File: config.mk
export PLATFORM = sky130hd
export DESIGN_NAME = fp2int_cvt
export DESIGN_NICKNAME = d
export VERILOG_FILES = /design/src/rtl/fcvt_pkg.sv /design/src/rtl/fcvt_align.sv /design/src/rtl/fcvt_pack.sv /design/src/rtl/fp2int_cvt.sv
export SDC_FILE = /design/constraint.sdc
export NUM_CORES = 1
export LEC_CHECK = 0
export BUFFER_PORTS_ARGS = -buffer_cell sky130_fd_sc_hd__buf_2
export CAP_MARGIN = 30
export CELL_PAD_IN_SITES_DETAIL_PLACEMENT = 1
export CELL_PAD_IN_SITES_GLOBAL_PLACEMENT = 2
export CORE_ASPECT_RATIO = 1.25
export CORE_MARGIN = 8
export CORE_UTILIZATION = 31
export DETAILED_ROUTE_END_ITERATION = 6
export PLACE_DENSITY_LB_ADDON = 0.1
export SLEW_MARGIN = 5
export SYNTH_ARGS = -nofsm -noshare
export SYNTH_HDL_FRONTEND = slang
export SYNTH_HIERARCHICAL = 1
export SYNTH_SLANG_ARGS = --single-unit
export TNS_END_PERCENT = 30
File: constraint.sdc
create_clock -name clk_i -period 0.8 [get_ports clk_i]
set_input_delay 0.16 -clock clk_i [delete_from_list [all_inputs] [get_ports clk_i]]
set_output_delay 0.16 -clock clk_i [all_outputs]
set_load 0.02 [all_outputs]
File: src/rtl/fcvt_pkg.sv
package fcvt_pkg;
  typedef enum logic [2:0] {
    FC_ZERO = 3'd0,
    FC_NORM = 3'd1,
    FC_INF  = 3'd2,
    FC_QNAN = 3'd3,
    FC_SNAN = 3'd4
  } fclass_e;
endpackage

File: src/rtl/fcvt_align.sv
module fcvt_align #(
  parameter int INT_W  = 32,
  parameter int MANT_W = INT_W + 8,
  parameter int EXP_W  = 16
) (
  input  logic signed [EXP_W-1:0]  exp_i,
  input  logic        [MANT_W-1:0] mant_i,
  output logic        [INT_W-1:0]  mag_o,
  output logic                     sticky_o,
  output logic                     big_o
);
  localparam int SH_W = $clog2(MANT_W + 1);

  logic signed [EXP_W+1:0] sh_full;
  logic [SH_W-1:0]         sh;
  logic [MANT_W-1:0]       shifted;
  logic [MANT_W-1:0]       lo_mask;

  // right shift that puts the binary point below bit 0
  assign sh_full = $signed((EXP_W+2)'(MANT_W - 1)) - (EXP_W+2)'(exp_i);
  assign big_o   = exp_i >= $signed(EXP_W'(INT_W));

  always_comb begin
    if (sh_full <= 0)                              sh = '0;
    else if (sh_full >= $signed((EXP_W+2)'(MANT_W))) sh = SH_W'(MANT_W);
    else                                           sh = sh_full[SH_W-1:0];
  end

  assign shifted  = mant_i >> sh;
  assign lo_mask  = ~({MANT_W{1'b1}} << sh);
  assign sticky_o = |(mant_i & lo_mask);
  assign mag_o    = shifted[INT_W-1:0];
endmodule

File: src/rtl/fcvt_pack.sv
module fcvt_pack
  import fcvt_pkg::*;
#(
  parameter int INT_W = 32
) (
  input  logic             sign_i,
  input  logic [2:0]       cls_i,
  input  logic             big_i,
  input  logic [INT_W-1:0] mag_i,
  input  logic             sticky_i,
  output logic [INT_W-1:0] res_o,
  output logic             inexact_o,
  output logic             invalid_o
);
  localparam logic [INT_W-1:0] HALF = {1'b1, {(INT_W-1){1'b0}}};

  logic is_zero, is_norm, range_ovf, ovf;

  assign is_zero   = cls_i == FC_ZERO;
  assign is_norm   = cls_i == FC_NORM;
  assign range_ovf = (mag_i > HALF) || ((mag_i == HALF) && !sign_i);
  assign ovf       = !is_zero && (!is_norm || big_i || range_ovf);

  always_comb begin
    if (is_zero) begin
      res_o     = '0;
      inexact_o = 1'b0;
      invalid_o = 1'b0;
    end else if (ovf) begin
      res_o     = sign_i ? HALF : ~HALF;
      inexact_o = 1'b0;
      invalid_o = 1'b1;
    end else begin
      res_o     = sign_i ? (~mag_i + 1'b1) : mag_i;
      inexact_o = sticky_i;
      invalid_o = 1'b0;
    end
  end
endmodule

File: src/rtl/fp2int_cvt.sv
module fp2int_cvt
  import fcvt_pkg::*;
#(
  parameter int INT_W  = 32,
  parameter int MANT_W = INT_W + 8,
  parameter int EXP_W  = 16
) (
  input  logic                     clk_i,
  input  logic                     rst_ni,
  input  logic                     in_valid_i,
  input  logic                     sign_i,
  input  logic [2:0]               cls_i,
  input  logic signed [EXP_W-1:0]  exp_i,
  input  logic [MANT_W-1:0]        mant_i,
  output logic                     out_valid_o,
  output logic [INT_W-1:0]         res_o,
  output logic                     inexact_o,
  output logic                     invalid_o
);
  localparam logic [INT_W-1:0] HALF = {1'b1, {(INT_W-1){1'b0}}};

  if (INT_W != 32 && INT_W != 64) begin : g_bad_width
    $error("fp2int_cvt: INT_W must be 32 or 64");
  end
  if (MANT_W < INT_W + 2) begin : g_bad_mant
    $error("fp2int_cvt: MANT_W must be at least INT_W+2");
  end

  logic [INT_W-1:0] mag;
  logic             sticky, big;
  logic [INT_W-1:0] res_d;
  logic             inexact_d, invalid_d;

  fcvt_align #(.INT_W(INT_W), .MANT_W(MANT_W), .EXP_W(EXP_W)) u_align (
    .exp_i   (exp_i),
    .mant_i  (mant_i),
    .mag_o   (mag),
    .sticky_o(sticky),
    .big_o   (big)
  );

  fcvt_pack #(.INT_W(INT_W)) u_pack (
    .sign_i   (sign_i),
    .cls_i    (cls_i),
    .big_i    (big),
    .mag_i    (mag),
    .sticky_i (sticky),
    .res_o    (res_d),
    .inexact_o(inexact_d),
    .invalid_o(invalid_d)
  );

  always_ff @(posedge clk_i or negedge rst_ni) begin
    if (!rst_ni) begin
      out_valid_o <= 1'b0;
      res_o       <= '0;
      inexact_o   <= 1'b0;
      invalid_o   <= 1'b0;
    end else begin
      out_valid_o <= in_valid_i;
      if (in_valid_i) begin
        res_o     <= res_d;
        inexact_o <= inexact_d;
        invalid_o <= invalid_d;
      end
    end
  end

  p_zero_clean_r1: assert property (@(posedge clk_i) disable iff (!rst_ni)
    (in_valid_i && cls_i == FC_ZERO) |=> (res_o == '0 && !inexact_o && !invalid_o));

  p_flags_excl_r5: assert property (@(posedge clk_i) disable iff (!rst_ni)
    invalid_o |-> !inexact_o);

  p_nonnum_invalid_r7: assert property (@(posedge clk_i) disable iff (!rst_ni)
    (in_valid_i && cls_i >= 3'd2) |=> invalid_o);

  p_sat_value_r8: assert property (@(posedge clk_i) disable iff (!rst_ni)
    invalid_o |-> (res_o == HALF || res_o == ~HALF));

  p_latency_r9: assert property (@(posedge clk_i) disable iff (!rst_ni)
    $past(rst_ni) |-> (out_valid_o == $past(in_valid_i)));

  p_hold_r9: assert property (@(posedge clk_i) disable iff (!rst_ni)
    ($past(rst_ni) && !$past(in_valid_i)) |->
      ($stable(res_o) && $stable(inexact_o) && $stable(invalid_o)));
endmodule

## After elaboration in Yosys (flattened, before gate mapping)

Index checks and enable logic that the tools add are counted.

| word-level totals | value |
|---|---|
| bits in registers | 35 |
| bits in latches | 0 |
| bits in writable memories | 0 |
| ROM bits | 0 |
| output and inout bits | 35 |
| logic and storage cells | 37 |
| memories kept | 0 |

| operators by class | value |
|---|---|
| $add $sub $neg | 2 |
| $mul | 0 |
| divide/modulo/power cells | 0 |
| $lt $le $gt $ge | 4 |
| equality and inequality tests | 2 |
| shifts and indexed selects | 2 |
| multiplexer cells | 10 |
| bitwise logic cells | 3 |
| reduce and logical (&&, ||, !) cells | 10 |

Operator list:

| operator | count |
|---|---|
| $mux W32 | 4 |
| $and A40 B40 Y40 | 1 |
| $not A40 Y40 | 1 |
| $reduce_or A40 Y1 | 1 |
| $shl A40 B6 Y40 const A | 1 |
| $shr A40 B6 Y32 | 1 |
| $add A32 B1 Y32 const B | 1 |
| $eq A32 B32 Y1 const B | 1 |
| $gt A32 B32 Y1 const B | 1 |
| $not A32 Y32 | 1 |
| $ge A17 B7 Y1 const B | 1 |
| $le A17 B1 Y1 const B | 1 |
| $sub A7 B16 Y17 const A | 1 |
| $ge A16 B7 Y1 const B | 1 |
| $mux W6 | 2 |
| $mux W1 | 4 |
| $eq A3 B1 Y1 const B | 1 |
| $logic_not A1 Y1 | 3 |
| $logic_not A3 Y1 | 1 |
| $logic_or A1 B1 Y1 | 3 |
| $logic_and A1 B1 Y1 | 2 |

## Logic depth before layout (Yosys ltp)

| logic depth | value |
|---|---|
| word-level depth | 12 |
| depth in mapped cells | 25 |
| gate-level depth less buffers | 20 |

## Modules after synthesis

Netlist, hierarchy kept.

By module, submodules not included:

| module | times used | cells each | area an instance (um2) |
|---|---|---|---|
| fcvt_align | 1 | 561 | 3702.3 |
| fp2int_cvt | 1 | 73 | 1442.6 |
| fcvt_pack | 1 | 193 | 1377.6 |

## Least setup slack after synthesis

OpenSTA, ideal clock, no wires.

| timing path | value |
|---|---|
| path type | in2reg |
| start | in exp_i[3] |
| end | reg res_o[11] |
| arrival time | 5.667 ns |
| required time | 0.675 ns |
| path slack | -4.992 ns |
| stages | 23 |
| cell sequence | clkbuf_8 -> inv_1 -> ha_1 -> or3b_4 -> a2111oi_4 -> nor2_2 -> or4_1 -> buf_6 -> o31ai_2 -> a211oi_1 -> mux2_2 -> mux2i_1 -> nor2_1 -> or4_1 -> inv_1 -> ha_1 -> or3b_4 -> or4_4 -> nor4_4 -> or2b_4 -> buf_6 -> a221oi_1 -> mux2_4 |

| between the ends | value |
|---|---|
| longest elaborated chain between the ends | 12 |
| elaborated cells between the ends (all ways) | 19 |
| classes of those cells | add/sub: 2; order compare: 4; eq/ne: 1; shift: 1; mux: 5; bitwise: 1; reduce/logical: 5 |

RTL lines:

| element | RTL line | text |
|---|---|---|
| start, declared | fp2int_cvt.sv:13 | `input logic signed [EXP_W-1:0] exp_i,` |
| $sub A7 B16 Y17 * | fcvt_align.sv:20 | `assign sh_full = $signed((EXP_W+2)'(MANT_W - 1)) - (EXP_W+2)'(exp_i);` |
| $ge A17 B7 Y1 | fcvt_align.sv:25 | `else if (sh_full >= $signed((EXP_W+2)'(MANT_W))) sh = SH_W'(MANT_W);` |
| $mux W6 | fcvt_align.sv:25 |  |
| $mux W6 * | fcvt_align.sv:24 | `if (sh_full <= 0) sh = '0;` |
| $shr A40 B6 Y32 * | fcvt_align.sv:29 | `assign shifted = mant_i >> sh;` |
| named net mag[0] | fp2int_cvt.sv:29 | `logic [INT_W-1:0] mag;` |
| parallel branches: the longest is 5 deep, another holds $add A32 B1 Y32 | - |  |
| $mux W32 * | fcvt_pack.sv:29 | `end else if (ovf) begin` |
| $mux W32 * | fcvt_pack.sv:25 | `if (is_zero) begin` |
| named net res_d[11] | fp2int_cvt.sv:31 | `logic [INT_W-1:0] res_d;` |
| end signal, assigned | fp2int_cvt.sv:62 | `res_o <= res_d;` |
| end, declared | fp2int_cvt.sv:16 | `output logic [INT_W-1:0] res_o,` |

Mark *: on every way through the listed nets, which the timed path passes.
A chain may end at the register's enable or synchronous reset.

## Final worst setup path

| timing path | value |
|---|---|
| start | in exp_i[3] |
| end | reg res_o[20] |

Same word-level chain as after synthesis.

==> reports/metrics.cfg <==
[synthesis]
yosysWarningCount = 6
synth_top_area_share_pct = 13.43
synth_seq_cells = 35
syn_nets = 893
ys_top_cells_by_area = dfrtp_1, mux2i_1, mux2_4
synth_top_flop_cell = dfrtp_1
synthesis.area_sq_mm = 0.006523
yosysUniqueCellTypes = 91
yosysSeqAreaShare_pct = 13.43
synthMostInstantiatedCell = nand2_1
synth.avg_cell_area_sq_um = 7.887
async_flop_share_pct = 100.0
synth-edff-count = 0
synthCells = 827
yosysTopAreaCell = dfrtp_1
synth_common_cells = nand2_1, nor2_1, mux2i_1

[drt]
viasPerCell = 5.895
via_count = 9061
finalWirelength_mm = 38.85
drt_iter0_drc = 371
dr.pass1.iters = 5
ant_nets = 0
wire_per_inst_um = 25.28
drc = 0

[timing]
final-hold-violation-count = 0
drv_slew = 0
slew_headroom_pct = 53.58
worst_pin_slew_ns = 0.6938
fin_skew_ns = 0
fmax_mhz = 191.0
min_period_over_period_pct = 654.4
setup_viol = 69
holdWs_ns = 0.2818
worst_slack_ns = -4.435
rsz0062_at_grt = yes
fin_crit_ns = 5.235

[floorplanning]
rows = 59
die_y_um = 178.2
core_area_sq_mm = 0.02074
io_pins = 98
die-width_um = 145.7
start_util_pct = 31.44
die_area_sq_mm = 0.02597

[global_routing]
grt_use_total_pct = 28.61
grt_pass1_wl_mm = 58.48
grt_pass1_vias = 10040
met2_usage_pct = 54.00
grt_max_degree = 36
grtUsageMet3_pct = 2.563
antenna_found_initial = 0
overflow = 0
grt_use_met1_pct = 28.52
top_usage_layer = met2

[setup_path]
path_class = in -> reg
cp_max_fo = 8
cp_common_cell = buf_4
required_ns = 0.97
max_stage_delay_ns = 0.53
end_kind = flop
start_kind = input port
cpMaxStageDelayCell = or4_4
crit_family = simple AND/OR/NAND/NOR gates
r2r_slack_ns = -0.01
critPathArrivalTime_ns = 5.40
crit_path_cell_trace = buf_6 -> inv_8 -> ha_4 -> or2b_2 -> a21oi_1 -> a31oi_1 -> buf_4 -> buf_4 -> nor4_4 -> nand2_2 -> buf_4 -> a221o_1 -> buf_4 -> mux2i_1 -> a21oi_1 -> a221o_1 -> or3_1 -> or4_4 -> buf_6 -> nor4_4 -> mux2i_1 -> o32ai_2 -> mux2_4
crit_buf_inv = 7

[clock_network]
clkLatencyLatePin_ns = 0.28
cts_root_buf = clkbuf_16
cts_made_buffers = 5
h-tree-depth = 2
clockBufferDepth = 2
cts.reportedPaths.clkPinSlew_ns = 0.06
cts.sinks = 35
cts_tree = yes

[flow_run]
drv_cap = 0

[place]
dpl-instance-area_sq_mm = 0.009802
dpl_worst_slack_ns = -4.986
place_inst = 1497
place_congestion = 0.9339
port_buffers = 97
hpwl_mm = 30.92

[power_and_ir_drop]
leakage_uw = 0.004931
power_density_mw_per_mm2 = 933.8
ir_worst_vdd_mv = 1.271

[final_layout]
n_antenna_cell = 0
drive_above_1_share_pct = 54.00
fin_area_sq_mm = 0.01099
final_cells = 1537
syn2layout_area_growth_pct = 68.48
nets = 1328
fin_util_pct = 52.98

[worst_hold_path]
hold_class = in -> reg

[outcome]
violations = setup timing
outcome = finished, violations left

-- logic make-up after synthesis --
group / after synthesis / share of synthesized area (%)
flops: 35 / 13.43
fa+ha+maj: 3 / 0.5755
mux: 101 / 18.19
xor+xnor: 23 / 3.088
compound gates: 292 / 33.82
buf+inv: 91 / 8.191
simple gates: 282 / 22.71
-- final cells by class --
cell class,instances,area [sq um]
fillers,2514,9754
multi-input cells,704,5747
repair buffers,494,3791
flip-flops and latches,35,875.8
well taps,274,342.8
clock buffers,7,132.6
inverters,22,95.09
clock inverters,1,5.005
-- placed cells by master, fill, tap and decap left out, drive strengths merged, types with 5 or more instances in the layout --
cell type    n
a221o        8
nor3        26
o32ai        5
nand4        7
a32oi        5
nand2       83
or2b         5
o21bai       5
o21ai       52
a31oi        9
nand3       33
a211oi      21
or4         11
o22ai       16
clkbuf       8
or3         16
a2111oi      7
nor4        16
mux2i       54
o211ai       9
and2         5
nand2b       5
and3         6
o41ai       11
a221oi      28
a21oi       46
inv         22
nor2        59
o21a         5
mux2        47
xor2        23
dfrtp       35
o31ai       17
buf        491
-- path summary, 6_finish.rpt --
| check | from | to | cells after the start |
|---|---|---|---|
| hold reg to reg | res_o[12]$_DFFE_PN0P_ | res_o[12]$_DFFE_PN0P_ | 1 |
| hold / removal | in_valid_i | out_valid_o$_DFF_PN0_ | 2 |
| setup reg to reg | res_o[31]$_DFFE_PN0P_ | res_o[31]$_DFFE_PN0P_ | 1 |
| setup / recovery | exp_i[3] | res_o[20]$_DFFE_PN0P_ | 23 |
| max in group asynchronous | rst_ni | res_o[6]$_DFFE_PN0P_ | 3 |
| min in group asynchronous | rst_ni | res_o[26]$_DFFE_PN0P_ | 3 |
-- metal layers --
metal,vias up,wire (um)
li1,4110,-
met4,0,3174
met3,143,1242
met5,-,0
met1,4495,14070
met2,313,20370
-- metrics by stage --
stage	TNS, ns	total power [uW]
floorplan	-153.25	4809
global placement	-160.46	7434
detailed placement	-164.34	7590
CTS	-150.64	9896
global route	-157.25	10730
finish	-151.58	10260
-- state kept, by name, summed over array words and instances (netlist names) --
| name | flops |
|---|---|
| out_valid_o | 1 |
| inexact_o | 1 |
| invalid_o | 1 |
| res_o | 32 |
-- power by group --
part / total [uW] / internal, uW / leakage [uW] / switching (uW)
clock: 1860 / 1150 / 0.0000679 / 713
sequential: 2190 / 2020 / 0.000422 / 173
combinational: 6210 / 2990 / 0.00444 / 3220
total: 10300 / 6150 / 0.00493 / 4110
-- repair_timing --
item	4_1_cts	5_1_grt
hold endpoints to repair	35	0
endpoints found under the setup margin	69	69
hold buffers	1	0
pin swaps	32	14
setup buffers	20	6
cloned	5	1
gates resized for setup	91	72
No activity file was read; power rests on OpenSTA's default activity.
